## src/rtl/wwdg_pkg.sv

```systemverilog
// Shared types for the window watchdog supervisor.
// Assumes: none; the package holds only type definitions.
package wwdg_pkg;

    // Closed-window selection. The encoding is visible on win_sel_i.
    typedef enum logic [1:0] {
        WIN_OPEN100     = 2'd0,
        WIN_OPEN50      = 2'd1,
        WIN_OPEN75      = 2'd2,
        WIN_OPEN100_ALT = 2'd3
    } win_mode_e;

    // Watchdog events produced in one cycle.
    typedef struct packed {
        logic early;
        logic late;
        logic good;
    } wd_evt_t;

endpackage

```

## src/rtl/wwdg_edge_det.sv

```systemverilog
// Falling-edge detector for the heartbeat.
// Keeps a registered copy of the heartbeat and flags a cycle in which the
// input is low while the copy is high.
// Assumes: hb_i is already synchronous to clk. The copy resets high, so a
// low level out of reset counts as an edge; the reset is low at that time,
// so such an edge has no effect.
module wwdg_edge_det (
    input  logic clk,
    input  logic rst_n,
    input  logic hb_i,
    output logic fall_o
);

    logic hb_q;

    // Keep the heartbeat value from the previous cycle.
    always_ff @(posedge clk) begin
        if (!rst_n) begin
            hb_q <= 1'b1;
        end else begin
            hb_q <= hb_i;
        end
    end

    // Flag a high-to-low change between consecutive cycles.
    always_comb begin
        fall_o = hb_q & ~hb_i;
    end

endmodule

```

## src/rtl/wwdg_timer.sv

```systemverilog
// Window watchdog timer.
// Counts ticks since the last start, classifies each heartbeat edge as
// early or good against the closed-window length, and flags a late fault
// on the tick that completes the period.
// Assumes: armed_i is high only while the system reset is released. The
// period and window mode change only while armed_i is low.
module wwdg_timer #(
    parameter int PERIOD_W = 16
) (
    input  logic                  clk,
    input  logic                  rst_n,
    input  logic                  tick_i,
    input  logic                  fall_i,
    input  logic                  armed_i,
    input  logic [PERIOD_W-1:0]   period_i,
    input  wwdg_pkg::win_mode_e   mode_i,
    output wwdg_pkg::wd_evt_t     evt_o
);
    import wwdg_pkg::*;

    localparam logic [PERIOD_W-1:0] ONE = PERIOD_W'(1);

    logic [PERIOD_W-1:0] cnt;
    logic [PERIOD_W-1:0] closed_len;
    logic                run;
    logic                in_closed;
    logic                at_end;

    // Work out the closed-window length from the period and the mode.
    always_comb begin
        unique case (mode_i)
            WIN_OPEN50: closed_len = period_i >> 1;
            WIN_OPEN75: closed_len = period_i >> 2;
            default:    closed_len = '0;
        endcase
    end

    // Derive the conditions for the current cycle.
    always_comb begin
        run       = armed_i && (period_i != '0);
        in_closed = (cnt < closed_len);
        at_end    = (cnt >= (period_i - ONE));
    end

    // Classify the events for this cycle.
    always_comb begin
        evt_o.early = run & fall_i & in_closed;
        evt_o.good  = run & fall_i & ~in_closed;
        evt_o.late  = run & ~fall_i & tick_i & at_end;
    end

    // Tick counter: hold it at zero while not running and clear it on an edge.
    always_ff @(posedge clk) begin
        if (!rst_n) begin
            cnt <= '0;
        end else if (!run || fall_i) begin
            cnt <= '0;
        end else if (tick_i) begin
            cnt <= at_end ? '0 : (cnt + ONE);
        end
    end

endmodule

```

## src/rtl/wwdg_stretch.sv

```systemverilog
// Reset stretcher.
// Pulls the reset low on a fault or while power is not good. Once both
// causes have cleared, it holds the reset low until hold_len_i ticks have
// been counted, and then releases it.
// Assumes: fault_i is a single-cycle strobe; the reset is low out of reset.
module wwdg_stretch #(
    parameter int HOLD_W = 16
) (
    input  logic              clk,
    input  logic              rst_n,
    input  logic              tick_i,
    input  logic              pwr_ok_i,
    input  logic              fault_i,
    input  logic [HOLD_W-1:0] hold_len_i,
    output logic              rst_n_o
);

    localparam int CW = HOLD_W + 1;

    logic [HOLD_W-1:0] held;
    logic              done;

    // Decide whether this cycle completes the stretch.
    always_comb begin
        done = (hold_len_i == '0) ||
               (tick_i && ((CW'(held) + CW'(1)) >= CW'(hold_len_i)));
    end

    // Track the reset level and the number of ticks counted so far.
    always_ff @(posedge clk) begin
        if (!rst_n) begin
            rst_n_o <= 1'b0;
            held    <= '0;
        end else if (!pwr_ok_i || fault_i) begin
            rst_n_o <= 1'b0;
            held    <= '0;
        end else if (!rst_n_o) begin
            if (done) begin
                rst_n_o <= 1'b1;
                held    <= '0;
            end else if (tick_i) begin
                held    <= held + HOLD_W'(1);
            end
        end
    end

endmodule

```

## src/rtl/wwdg_supervisor.sv

```systemverilog
// Window watchdog supervisor: top level.
// Ties the heartbeat edge detector, the window timer and the reset
// stretcher together and registers the one-cycle event pulses, so that
// each pulse lines up with the fall of the reset it causes.
// Assumes: tick_i and hb_i are synchronous to clk.
module wwdg_supervisor #(
    parameter int PERIOD_W = 16,
    parameter int HOLD_W   = 16
) (
    input  logic                clk,
    input  logic                rst_n,
    input  logic                tick_i,
    input  logic                hb_i,
    input  logic                pwr_ok_i,
    input  logic [PERIOD_W-1:0] period_i,
    input  logic [1:0]          win_sel_i,
    input  logic [HOLD_W-1:0]   hold_len_i,
    output logic                sys_rst_n_o,
    output logic                early_o,
    output logic                late_o,
    output logic                good_o
);
    import wwdg_pkg::*;

    logic      fall;
    logic      fault;
    wd_evt_t   evt;
    win_mode_e mode;

    // Map the window selection onto its mode.
    always_comb begin
        mode  = win_mode_e'(win_sel_i);
        fault = evt.early | evt.late;
    end

    wwdg_edge_det u_edge (
        .clk    (clk),
        .rst_n  (rst_n),
        .hb_i   (hb_i),
        .fall_o (fall)
    );

    wwdg_timer #(.PERIOD_W(PERIOD_W)) u_timer (
        .clk      (clk),
        .rst_n    (rst_n),
        .tick_i   (tick_i),
        .fall_i   (fall),
        .armed_i  (sys_rst_n_o),
        .period_i (period_i),
        .mode_i   (mode),
        .evt_o    (evt)
    );

    wwdg_stretch #(.HOLD_W(HOLD_W)) u_stretch (
        .clk        (clk),
        .rst_n      (rst_n),
        .tick_i     (tick_i),
        .pwr_ok_i   (pwr_ok_i),
        .fault_i    (fault),
        .hold_len_i (hold_len_i),
        .rst_n_o    (sys_rst_n_o)
    );

    // Register the event pulses so that they line up with the reset edge.
    always_ff @(posedge clk) begin
        if (!rst_n) begin
            early_o <= 1'b0;
            late_o  <= 1'b0;
            good_o  <= 1'b0;
        end else begin
            early_o <= evt.early;
            late_o  <= evt.late;
            good_o  <= evt.good;
        end
    end

endmodule

```

## config.mk

```make
export PLATFORM = sky130hd
export DESIGN_NAME = wwdg_supervisor
export DESIGN_NICKNAME = d
export VERILOG_FILES = /design/src/rtl/wwdg_pkg.sv /design/src/rtl/wwdg_edge_det.sv /design/src/rtl/wwdg_timer.sv /design/src/rtl/wwdg_stretch.sv /design/src/rtl/wwdg_supervisor.sv
export SDC_FILE = /design/constraint.sdc
export NUM_CORES = 1
export LEC_CHECK = 0
export CAP_MARGIN = 10
export CELL_PAD_IN_SITES_DETAIL_PLACEMENT = 1
export CELL_PAD_IN_SITES_GLOBAL_PLACEMENT = 1
export CORE_UTILIZATION = 43
export CTS_BUF_LIST = sky130_fd_sc_hd__clkbuf_2 sky130_fd_sc_hd__clkbuf_4 sky130_fd_sc_hd__clkbuf_8
export CTS_CLUSTER_DIAMETER = 80
export DETAILED_ROUTE_END_ITERATION = 10
export GPL_ROUTABILITY_DRIVEN = 0
export PLACE_DENSITY_LB_ADDON = 0.1
export SKIP_LAST_GASP = 1
export SLEW_MARGIN = 10
export SYNTH_ARGS = -nofsm -noshare
export SYNTH_HDL_FRONTEND = slang
export SYNTH_SLANG_ARGS = --single-unit
```

## constraint.sdc

```tcl
create_clock -name clk -period 5.1 [get_ports clk]
set_input_delay 1.02 -clock clk [delete_from_list [all_inputs] [get_ports clk]]
set_output_delay 1.02 -clock clk [all_outputs]
set_load 0.005 [all_outputs]
```

==> impl_metrics.env, run 1 <==
export IMPL_clockRootBuffer="clkbuf_8"
export IMPL_synth_simple_gate_area_share_pct=28.60
export IMPL_viasPerCell=5.560
export IMPL_finalSetupViolCount=0
export IMPL_yosys_top_cells_area="dfxtp_1 (22%), ha_1 (19%), xnor2_1 (5.6%), nand2_1 (5.1%), xor2_1 (5.1%)"
export IMPL_synth_seq_cells=37
export IMPL_clock_latency_ns=0.29
export IMPL_p_per_area_nw_per_um2=164.7
export IMPL_synth_top_area_share_pct=21.60
export IMPL_crit_arrival_ns=4.63
export IMPL_initial_core_util_pct=44.38
export IMPL_skew_ns=0.005451
export IMPL_clk_pin_slew_ns=0.07
export IMPL_io_pins=43
export IMPL_synthCells=443
export IMPL_avgSynthCellArea_sq_um=7.742
export IMPL_wl_per_cell_um=15.82
export IMPL_num_vias=3247
export IMPL_async_flop_share_pct=0
export IMPL_overflow=0
export IMPL_core_sq_um=7727
export IMPL_antenna_found_initial=0
export IMPL_htreeDepth=2
export IMPL_worst_pin_slew_ns=0.7535
export IMPL_cts_tree="yes"
export IMPL_cp_end_kind="register"
export IMPL_diodes=0
export IMPL_synth_compound_area_share_pct=15.58
export IMPL_grt_pass1_vias=3461
export IMPL_drive_gt1_share_pct=7.884
export IMPL_synth_mux_area_share_pct=0.2919
export IMPL_numPortBuffers=42
export IMPL_wl_met2_um=4857
export IMPL_hold_buffers=0
export IMPL_timing_worst_setup_path_type="in2reg"
export IMPL_outcome="finished clean"
export IMPL_cts_resized=0
export IMPL_die_w_um=91.31
export IMPL_seq_area_frac_synth_pct=21.60
export IMPL_rows=32
export IMPL_ys_types=47
export IMPL_antenna_left=0
export IMPL_p_total_w=0.0006666
export IMPL_slew_violations=0
export IMPL_clk_path_buf_depth=2
export IMPL_routed_wl_met3_um=210
export IMPL_hp_class="reg2reg"
export IMPL_numClockSinks=37
export IMPL_layout_commonest_cell="ha_1"
export IMPL_syn_area_sq_um=3430
export IMPL_drtIter0Drc=115
export IMPL_grt_pass1_wl_um=15840
export IMPL_dr_pass1_iters=4
export IMPL_yosysWarnings=0
export IMPL_drc_errors=0
export IMPL_required_ns=5.28
export IMPL_synth_top_area_cell="dfxtp_1"
export IMPL_yosys_area_share_adder_pct=18.61
export IMPL_period_share_pct=87.23
export IMPL_layout_min_cycle_time_ns=4.449
export IMPL_nets=572
export IMPL_top_layer_used="met4"
export IMPL_mappedNetlistNets=533
export IMPL_finalHoldViolations=0
export IMPL_layout_setup_ws_ns=0.6513
export IMPL_place_ws_ns=0.3361
export IMPL_cts_buffers=5
export IMPL_post_cts_setup_buffers=0
export IMPL_routed_wirelength_um=9236
export IMPL_synthFlopType="dfxtp_1"
export IMPL_fp_dieH_um=91.31
export IMPL_wl_met1_um=3965
export IMPL_synth_edf_count=0
export IMPL_drv_cap=0
export IMPL_final_cell_mix="ha_1 (51), nand2_1 (47), nor2_1 (43)"
export IMPL_irDropWorstVdd_mv=0.1283
export IMPL_max_freq_mhz=224.8
export IMPL_rsz0062_at_grt="no"
export IMPL_tns_ns=0
export IMPL_grtUsageTotal_pct=23.48
export IMPL_leakagePower_nw=1.624
export IMPL_die_area_sq_um=8337
export IMPL_grt_start_max_net_pins=28
export IMPL_area_growth_pct=18.02
export IMPL_start_kind="input pin"
export IMPL_crit_fanout=17
export IMPL_slew_headroom_pct=49.38
export IMPL_synth_top_family_by_area="simple AND/OR/NAND/NOR gates"
export IMPL_dp_hpwl_um=7457
export IMPL_synthXorXnorAreaFrac_pct=10.73
==> layout make-up <==
class | instances | area, sq um
timing repair buffer | 47 | 457.9
sequential | 37 | 740.7
tap | 102 | 127.6
clock buffer | 5 | 68.82
inverter | 23 | 86.33
multi-input combinational | 368 | 2531
fill | 955 | 3680
clock inverter | 2 | 35.03
==> registers in the layout, summed over array words and instances, names as in the netlist <==
| name | cells |
|---|---|
| early_o | 1 |
| good_o | 1 |
| late_o | 1 |
| u_edge.hb_q | 1 |
| u_stretch.held | 16 |
| u_stretch.rst_n_o | 1 |
| u_timer.cnt | 16 |
==> critical path, cell delays in order <==
cell             delay (ns)
clkdlybuf4s50_1        0.50
nor3_1                 0.34
and3_1                 0.27
nand2_1                0.13
or3_1                  0.38
xor2_1                 0.15
ha_1                   0.31
nand4_1                0.10
or3b_2                 0.46
nor3_1                 0.25
o21ai_0                0.21
o21ai_2                0.18
buf_4                  0.24
nor2_1                 0.08
==> stage by stage <==
step                      hold slack, ns  utilization [%]  instance area (sq um)  std cells
after floorplan                   0.4491                -                   3430        443
after global placement            0.4644            51.04                   3944        577
after detailed placement          0.4810            51.04                   3944        577
after CTS                         0.4920            52.38                   4048        584
after global routing              0.5388            52.38                   4048        584
final                             0.5093            52.38                   4048        584
==> report_power, final <==
part,internal (W),switching (W),total (W)
sequential,0.000290,0.000000981,0.000291
clock,0.000142,0.000106,0.000248
combinational,0.0000644,0.0000634,0.000128
==> metal layers <==
metal / track usage (%) / vias to the layer above
met5: 0 / -
met4: 7.540 / 0
met3: 2.596 / 13
met2: 46.97 / 47
met1: 25.23 / 1539
li1: - / 1648
==> cell families (layout without fill, tap and decap cells) <==
kind of cell	after synthesis	count (layout)
xor+xnor	42	42
fa+ha+maj	51	51
buf+inv	38	77
simple gates	196	196
flops	37	37
mux	1	1
compound gates	78	78
==> final timing paths <==
path	cells past startpoint	startpoint	slack, ns	endpoint
worst max-delay path	14	period_i[3]	0.65	u_stretch.held[9]$_SDFFE_PP0P_
worst min-delay path	2	u_stretch.held[10]$_SDFFE_PP0P_	0.51	u_stretch.held[10]$_SDFFE_PP0P_
worst max register to register	13	u_stretch.held[0]$_SDFFE_PP0P_	1.32	u_stretch.held[8]$_SDFFE_PP0P_
worst min register to register	2	u_stretch.held[10]$_SDFFE_PP0P_	0.51	u_stretch.held[10]$_SDFFE_PP0P_
==> synthesized netlist by cell type (2+ instances only) <==
| library cell | count |
|---|---|
| ha_1 | 51 |
| nand2_1 | 47 |
| nor2_1 | 43 |
| dfxtp_1 | 37 |
| inv_1 | 23 |
| xnor2_1 | 22 |
| xor2_1 | 20 |
| nand3_1 | 19 |
| or2_2 | 19 |
| a21oi_1 | 18 |
| a22oi_1 | 18 |
| nor3_1 | 17 |
| o21ai_0 | 12 |
| clkbuf_1 | 10 |
| nor4_1 | 9 |
| nand2b_1 | 8 |
| nand4_1 | 8 |
| a31oi_1 | 7 |
| and3_1 | 7 |
| a21o_1 | 5 |
| nor2b_1 | 5 |
| o21a_1 | 5 |
| and4_1 | 3 |
| buf_2 | 3 |
| a221oi_1 | 2 |
| and4_2 | 2 |
| o211ai_1 | 2 |
| or3_1 | 2 |
Note: power is estimated with default switching activity, not from simulation.
==> run 2: changes to the inputs <==
--- a/config.mk
+++ b/config.mk
@@ -5,7 +5,6 @@
 export SDC_FILE = /design/constraint.sdc
 export NUM_CORES = 1
 export LEC_CHECK = 0
-export CAP_MARGIN = 10
 export CELL_PAD_IN_SITES_DETAIL_PLACEMENT = 1
 export CELL_PAD_IN_SITES_GLOBAL_PLACEMENT = 1
 export CORE_UTILIZATION = 43
==> constraint.sdc (replaced) <==
create_clock -name clk -period 5 [get_ports clk]
set_input_delay 1 -clock clk [delete_from_list [all_inputs] [get_ports clk]]
set_output_delay 1 -clock clk [all_outputs]
set_load 0.05 [all_outputs]
==> run 2 against run 1 <==
  * Cell count rose by 0.17%
  * Combinational power barely moved
  * Sequential power up 2%
  * Worst setup slack worse by 0.020 ns
  * Power up 5.3%
  * Flip-flop and latch count unchanged
  * Largest power group unchanged
  * Highest routed layer unchanged
==> impl_metrics.env, run 2 (synthesis results as in run 1) <==
export IMPL_die_w_um=91.31
export IMPL_grt_pass1_vias=3371
export IMPL_rr_endpoint="u_stretch.held[4]$_SDFFE_PP0P_"
export IMPL_fin_area_sq_um=4064
export IMPL_period_share_pct=87.37
export IMPL_finalSetupViolCount=0
export IMPL_dr_pass1_iters=4
export IMPL_grt_start_max_net_pins=28
export IMPL_crit_reg2reg_launch="u_stretch.held[0]$_SDFFE_PP0P_"
export IMPL_rows=32
export IMPL_crit_fanout=17
export IMPL_critical_path_most_common_cell="nor3_1"
export IMPL_die_area_sq_um=8337
export IMPL_cts_tree="yes"
export IMPL_p_per_area_nw_per_um2=172.8
export IMPL_placed_area_sq_um=3944
export IMPL_htreeDepth=2
export IMPL_skew_ns=0.009238
export IMPL_fillers=974
export IMPL_outcome="finished clean"
export IMPL_antenna_found_initial=0
export IMPL_clock_latency_ns=0.30
export IMPL_layout_commonest_cell="ha_1"
export IMPL_leakagePower_nw=1.627
export IMPL_numPortBuffers=42
export IMPL_nets=572
export IMPL_start_kind="input pin"
export IMPL_num_vias=3242
export IMPL_irDropWorstVdd_mv=0.1226
export IMPL_clk_path_buf_depth=2
export IMPL_worst_pin_slew_ns=0.8341
export IMPL_drive_gt1_share_pct=8.075
export IMPL_fp_dieH_um=91.31
export IMPL_worstPathCellList="clkdlybuf4s50_1 -> nor3_1 -> and3_1 -> nand2_1 -> or3_1 -> xor2_1 -> ha_1 -> nand4_1 -> or3b_2 -> nor3_1 -> o21ai_0 -> o21ai_2 -> buf_4 -> a21oi_1"
export IMPL_fin_util_pct=52.59
export IMPL_final_cell_mix="ha_1 (51), nand2_1 (47), nor2_1 (43)"
export IMPL_post_cts_setup_buffers=0
export IMPL_viasPerCell=5.542
export IMPL_max_freq_mhz=228.9
export IMPL_slew_headroom_pct=43.97
export IMPL_grtUsageTotal_pct=23.96
export IMPL_cts_buffers=5
export IMPL_clk_pin_slew_ns=0.07
export IMPL_critical_path_top_delay_family="simple AND/OR/NAND/NOR gates"
export IMPL_layout_min_cycle_time_ns=4.368
export IMPL_crit_arrival_ns=4.55
export IMPL_area_growth_pct=18.50
export IMPL_crit_cells=14
export IMPL_r2r_slack_ns=1.14
export IMPL_slowest_delay_ns=0.49
export IMPL_seqCellArea_sq_um=740.7
export IMPL_drc_errors=0
export IMPL_required_ns=5.18
export IMPL_hold_depth=2
export IMPL_final_cells=585
export IMPL_core_sq_um=7727
export IMPL_reg2reg_depth=14
export IMPL_hold_buffers=0
export IMPL_dp_hpwl_um=7421
export IMPL_slew_violations=0
export IMPL_clockRootBuffer="clkbuf_8"
export IMPL_numClockSinks=37
export IMPL_hp_class="reg2reg"
export IMPL_timing_worst_setup_path_type="in2reg"
export IMPL_drv_cap=0
export IMPL_finalHoldViolations=0
export IMPL_cp_end_kind="register"
export IMPL_routed_wirelength_um=9291
export IMPL_cts_resized=0
export IMPL_startpoint="period_i[3]"
export IMPL_initial_core_util_pct=44.38
export IMPL_wl_per_cell_um=15.88
export IMPL_tns_ns=0
export IMPL_reg_largest_list="u_stretch.held x16, u_timer.cnt x16"
export IMPL_grt_pass1_wl_um=15970
export IMPL_diodes=0
export IMPL_rsz0062_at_grt="no"
export IMPL_crit_path_top_delay_cell="clkdlybuf4s50_1"
export IMPL_cp_endpoint="u_stretch.held[4]$_SDFFE_PP0P_"
export IMPL_io_pins=43
export IMPL_drtIter0Drc=83
export IMPL_multi_input_area_sq_um=2531
export IMPL_antenna_left=0
export IMPL_overflow=0
export IMPL_crit_buf_inv=2
export IMPL_dp_cells=577
-- run 2: cell types whose count changed in the layout (fill, tap and decap cells not counted) --
| cell | before | now |
|---|---|---|
| clkbuf_8 | 5 | 6 |
| clkinvlp_4 | 0 | 1 |
| clkinv_2 | 1 | 0 |
-- run 2: tightest hold or removal path, cell delays in order, from the launching register on --
cell     delay, ns
dfxtp_1       0.34
nand2_1       0.06
a21oi_1       0.05
-- run 2: report_power, final --
| group | total [W] | switching, W | internal [W] |
|---|---|---|---|
| Sequential | 0.000296 | 0.000000985 | 0.000295 |
| Combinational | 0.000130 | 0.0000644 | 0.0000657 |
| Clock | 0.000276 | 0.000114 | 0.000162 |
-- run 2: worst min path at each step --
| stage | startpoint | endpoint | slack (ns) |
|---|---|---|---|
| after CTS | u_stretch.held[10]$_SDFFE_PP0P_ | u_stretch.held[10]$_SDFFE_PP0P_ | 0.50 |
| after global placement | u_stretch.held[10]$_SDFFE_PP0P_ | u_stretch.held[10]$_SDFFE_PP0P_ | 0.47 |
| after floorplan | u_stretch.held[10]$_SDFFE_PP0P_ | u_stretch.held[10]$_SDFFE_PP0P_ | 0.45 |
| after detailed placement | u_stretch.held[10]$_SDFFE_PP0P_ | u_stretch.held[10]$_SDFFE_PP0P_ | 0.49 |
| after global routing | u_stretch.held[10]$_SDFFE_PP0P_ | u_stretch.held[10]$_SDFFE_PP0P_ | 0.53 |
| final | u_stretch.held[10]$_SDFFE_PP0P_ | u_stretch.held[10]$_SDFFE_PP0P_ | 0.50 |
-- run 2: per-stage QoR --
step | total power, W | hold WS, ns | setup WS (ns)
2_1_floorplan | 0.0003744 | 0.4491 | 1.089
3_3_place_gp | 0.0004302 | 0.4650 | 0.3853
3_5_place_dp | 0.0004336 | 0.4865 | 0.2808
4_1_cts | 0.0007101 | 0.4970 | 0.5958
5_1_grt | 0.0007340 | 0.5335 | 0.2513
6_report | 0.0007022 | 0.5000 | 0.6315
-- run 2: routing by layer --
layer | up-vias | global-route usage [%] | wire length (um)
met5 | - | 0 | 0
met4 | 0 | 8.995 | 254
met3 | 17 | 2.848 | 239
met2 | 47 | 46.59 | 4855
met1 | 1531 | 26.21 | 3942
li1 | 1647 | - | -
-- run 2: area by class of cell --
class	instances	area share (%)
Timing Repair Buffer	47	11.27
Multi-Input combinational cell	368	62.28
Sequential cell	37	18.23
Tap cell	102	3.140
Inverter	23	2.124
Clock inverter	2	0.9236
Clock buffer	6	2.032
